### src/rtl/nel_pkg.sv
// Shared types for the speculative load fault checker.
// Assumes nothing beyond the size encoding below.
package nel_pkg;
    typedef enum logic [2:0] {
        SZ_BYTE  = 3'd0,
        SZ_HALF  = 3'd1,
        SZ_WORD  = 3'd2,
        SZ_DWORD = 3'd3,
        SZ_QWORD = 3'd4
    } acc_size_e;
endpackage

### src/rtl/nel_addr_check.sv
// Forms the effective address and classifies alignment faults.
// Purely combinational; undefined size codes raise bad_size.
module nel_addr_check
    import nel_pkg::*;
#(
    parameter int AW = 32,
    parameter int RW = 6
) (
    input  logic [2:0]    size,
    input  logic [AW-1:0] base_val,
    input  logic          use_idx,
    input  logic [AW-1:0] idx_val,
    input  logic [AW-1:0] imm,
    input  logic [RW-1:0] tgt_reg,
    output logic [AW-1:0] ea,
    output logic          mem_mis,
    output logic          reg_mis,
    output logic          bad_size
);
    // Address sum: index register or immediate displacement.
    always_comb begin
        ea = base_val + (use_idx ? idx_val : imm);
    end

    // Fault classification by access size.
    always_comb begin
        mem_mis  = 1'b0;
        reg_mis  = 1'b0;
        bad_size = 1'b0;
        case (size)
            SZ_BYTE:  ;
            SZ_HALF:  mem_mis = ea[0];
            SZ_WORD:  mem_mis = |ea[1:0];
            SZ_DWORD: begin
                mem_mis = |ea[2:0];
                reg_mis = tgt_reg[0];
            end
            SZ_QWORD: begin
                mem_mis = |ea[3:0];
                reg_mis = |tgt_reg[1:0];
            end
            default:  bad_size = 1'b1;
        endcase
    end
endmodule

### config.mk
export PLATFORM = sky130hd
export DESIGN_NAME = nel_addr_check
export DESIGN_NICKNAME = d
export VERILOG_FILES = /design/src/rtl/nel_pkg.sv /design/src/rtl/nel_addr_check.sv
export SDC_FILE = /design/constraint.sdc
export NUM_CORES = 1
export LEC_CHECK = 0
export BUFFER_PORTS_ARGS = -buffer_cell sky130_fd_sc_hd__buf_2
export CORE_MARGIN = 1
export CORE_UTILIZATION = 44
export DETAILED_ROUTE_END_ITERATION = 7
export GPL_ROUTABILITY_DRIVEN = 0
export GPL_TIMING_DRIVEN = 0
export MAX_ROUTING_LAYER = met4
export PLACE_DENSITY_LB_ADDON = 0.1
export REMOVE_ABC_BUFFERS = 1
export SLEW_MARGIN = 20
export SYNTH_ARGS = -nofsm -noshare
export SYNTH_HDL_FRONTEND = slang
export SYNTH_SLANG_ARGS = --single-unit
### constraint.sdc
create_clock -name vclk -period 6.1
set_input_delay 1.22 -clock vclk [all_inputs]
set_output_delay 1.22 -clock vclk [all_outputs]
set_load 0.005 [all_outputs]
==> flow_metrics.env <==
export IMPL_cts_repair_resized=0
export IMPL_totalWireLength_um=5592
export IMPL_fin_ws_ns=0.2005
export IMPL_fin_cells=454
export IMPL_dp_cells=454
export IMPL_path_max_fanout=32
export IMPL_critPathCaptureType="output pin"
export IMPL_grt_pass1_vias=2220
export IMPL_crit_path_frequent_cell="buf_2"
export IMPL_antenna_found_initial=0
export IMPL_fmax_ghz=0.1695
export IMPL_yosysSeqAreaShare_pct=0
export IMPL_holdWs_ns=2.726
export IMPL_drt_pass1_iter_count=4
export IMPL_vias_per_cell=5.522
export IMPL_drtAntennaViolNets=0
export IMPL_dp_slack_ns=0.2154
export IMPL_synthDistinctLibCells=42
export IMPL_dr_total_vias=2507
export IMPL_fillers=430
export IMPL_hold_violations=0
export IMPL_synth_warnings=0
export IMPL_slew_headroom_pct=54.15
export IMPL_routedWlPerCell_um=12.32
export IMPL_die_h_um=70.19
export IMPL_setup_tns_ns=0
export IMPL_gr_usage_all_layers_pct=22.27
export IMPL_drc=0
export IMPL_nClkBuffers=0
export IMPL_hold_class="input pin to output pin"
export IMPL_tightest_slew_ns=0.6878
export IMPL_p_int_mw=0.1794
export IMPL_worstHoldStart="size[2]"
export IMPL_finalCritPeriodShare_pct=96.71
export IMPL_overflow=0
export IMPL_synth_avg_cell_area_um2=7.493
export IMPL_synthToLayoutAreaGrowth_pct=35.23
export IMPL_path_class="input pin to output pin"
export IMPL_p_seq_share_pct=0
export IMPL_nFlopsAndLatches=0
export IMPL_swShare_pct=50.09
export IMPL_dieArea_um2=4926
export IMPL_critical_path_buf_inv_count=2
export IMPL_start_util_pct=46.34
export IMPL_cts_hold_buf=0
export IMPL_io_pins=141
export IMPL_final_max_slew_violation_count=0
export IMPL_synth_cells=273
export IMPL_power_leakage_nw=1.460
export IMPL_drive_gt1_share_pct=43.03
export IMPL_maxCapViolCount=0
export IMPL_p_per_area_nw_per_um2=129.9
export IMPL_path_cells="buf_2, mux2_2, ha_1, fa_1, a21o_1, a311o_1, nand3_1, o21ai_0, a21oi_1, o31ai_1, xor2_1, buf_2"
export IMPL_rows=24
export IMPL_rsz0062_at_grt="false"
export IMPL_cts_setup_buffers=0
export IMPL_crit_family="compound AO/OA/AOI/OAI gates"
export IMPL_drt_initial_drc_count=111
export IMPL_p_switching_mw=0.1800
export IMPL_grt_max_degree=33
export IMPL_die_w_um=70.19
export IMPL_dp_hpwl_um=4762
export IMPL_cp_data_arrival_time_ns=4.68
export IMPL_core_um2=4414
export IMPL_crit_path_max_incr_delay_ns=0.53
export IMPL_combPwrFrac_pct=100.0
export IMPL_antenna_cells=0
export IMPL_grt_pass1_wl_um=9315
export IMPL_register_area_um2=0
export IMPL_clkPwrFrac_pct=0
export IMPL_cp_required_ns=4.88
export IMPL_slowest_stage="buf_2"
export IMPL_min_period_ns=5.899
export IMPL_ir_drop_uv=64.70
export IMPL_nets=542
export IMPL_setup_worst_path_end="ea[30]"
export IMPL_io_buffers=137
export IMPL_syn_area_um2=2046
export IMPL_path_depth=12
export IMPL_start_kind="input pin"
export IMPL_status="finished clean"
export IMPL_finalSetupViolations=0
export IMPL_crit_start="use_idx"
-- layer usage --
metal	vias to the layer above	part of all wire [%]	GRT usage (%)
met2	106	46	39.64
met5	-	0	-
met4	0	0	0
met1	1102	48	30.09
met3	0	6.3	0.2886
li1	1299	-	-
-- stage by stage --
stage	total power [mW]	instance area [um^2]	utilization, %
after floorplan	0.2277	2016	-
after global placement	0.3531	2766	62.67
after detailed placement	0.3573	2766	62.67
after CTS	0.3599	2766	62.67
after global routing	0.3992	2766	62.67
final	0.3593	2766	62.67
-- worst min-delay path, stage by stage --
cell and delay (ns):
buf_2 0.10, o22ai_1 0.06, buf_2 0.12
-- cells in the mapped netlist, types with 2 or more instances --
cell / instances / share of area [%]
a211oi_1: 4 / 1.5
a21o_1: 20 / 7.3
a21oi_1: 31 / 7.6
a221oi_1: 2 / 0.86
a311o_1: 2 / 0.98
a31o_2: 2 / 0.86
a31oi_1: 5 / 1.5
and3_1: 4 / 1.2
clkbuf_1: 8 / 1.5
ha_1: 31 / 19
inv_1: 4 / 0.73
mux2_2: 31 / 17
nand2_1: 24 / 4.4
nand2b_1: 3 / 0.92
nand3_1: 5 / 1.2
nor2_1: 14 / 2.6
nor2b_1: 3 / 0.92
nor3_1: 3 / 0.73
o21a_1: 5 / 1.8
o21ai_0: 16 / 3.9
o21bai_1: 2 / 0.73
o22ai_1: 3 / 0.92
o31ai_1: 3 / 1.1
xnor2_1: 18 / 7.7
xor2_1: 13 / 5.6
-- cells by family after synthesis --
family / after synthesis / share of synthesized area [%]
and+or+nand+nor: 61 / 13.58
adders and majority gates: 32 / 19.94
muxes: 32 / 17.55
xor gates and xnor gates: 31 / 13.27
AOI/OAI and AO/OA: 105 / 33.46
buffers and inverters: 12 / 2.202
-- area by class of cell --
| cell class | instances | area (um^2) | area share (%) |
|---|---|---|---|
| multi-input cells | 261 | 2001 | 72.32 |
| repair buffers | 137 | 685.7 | 24.79 |
| well taps | 52 | 65.06 | 2.352 |
| inverters | 4 | 15.01 | 0.5427 |
-- placed cells by master (no fill, tap or decap), drive strengths merged, types with 3 or more instances in the layout --
master  Yosys  final
xor2       13     13
o21ai      17     17
inv         4      4
nor2       14     14
buf         0    137
xnor2      18     18
nand2b      3      3
o21a        5      5
ha         31     31
o31ai       3      3
a21o       20     20
a211oi      4      4
nor3        3      3
o22ai       3      3
a31oi       5      5
a21oi      32     32
mux2       31     31
nand2      24     24
nand3       5      5
and3        4      4
nor2b       3      3
-- power groups by stage --
stage          combinational [mW]  clock (mW)  sequential, mW
3_3_place_gp                0.353           0               0
6_report                    0.359           0               0
4_1_cts                     0.360           0               0
3_5_place_dp                0.357           0               0
2_1_floorplan               0.228           0               0
5_1_grt                     0.399           0               0
-- how the worst min path moves through the flow --
stage | endpoint | slack, ns | cells after the start
floorplan | mem_mis | 2.49 | 1
global placement | mem_mis | 2.72 | 3
detailed placement | mem_mis | 2.72 | 3
CTS | mem_mis | 2.72 | 3
global route | mem_mis | 2.75 | 3
finish | mem_mis | 2.73 | 3
No activity file was read; power rests on OpenSTA's default activity.
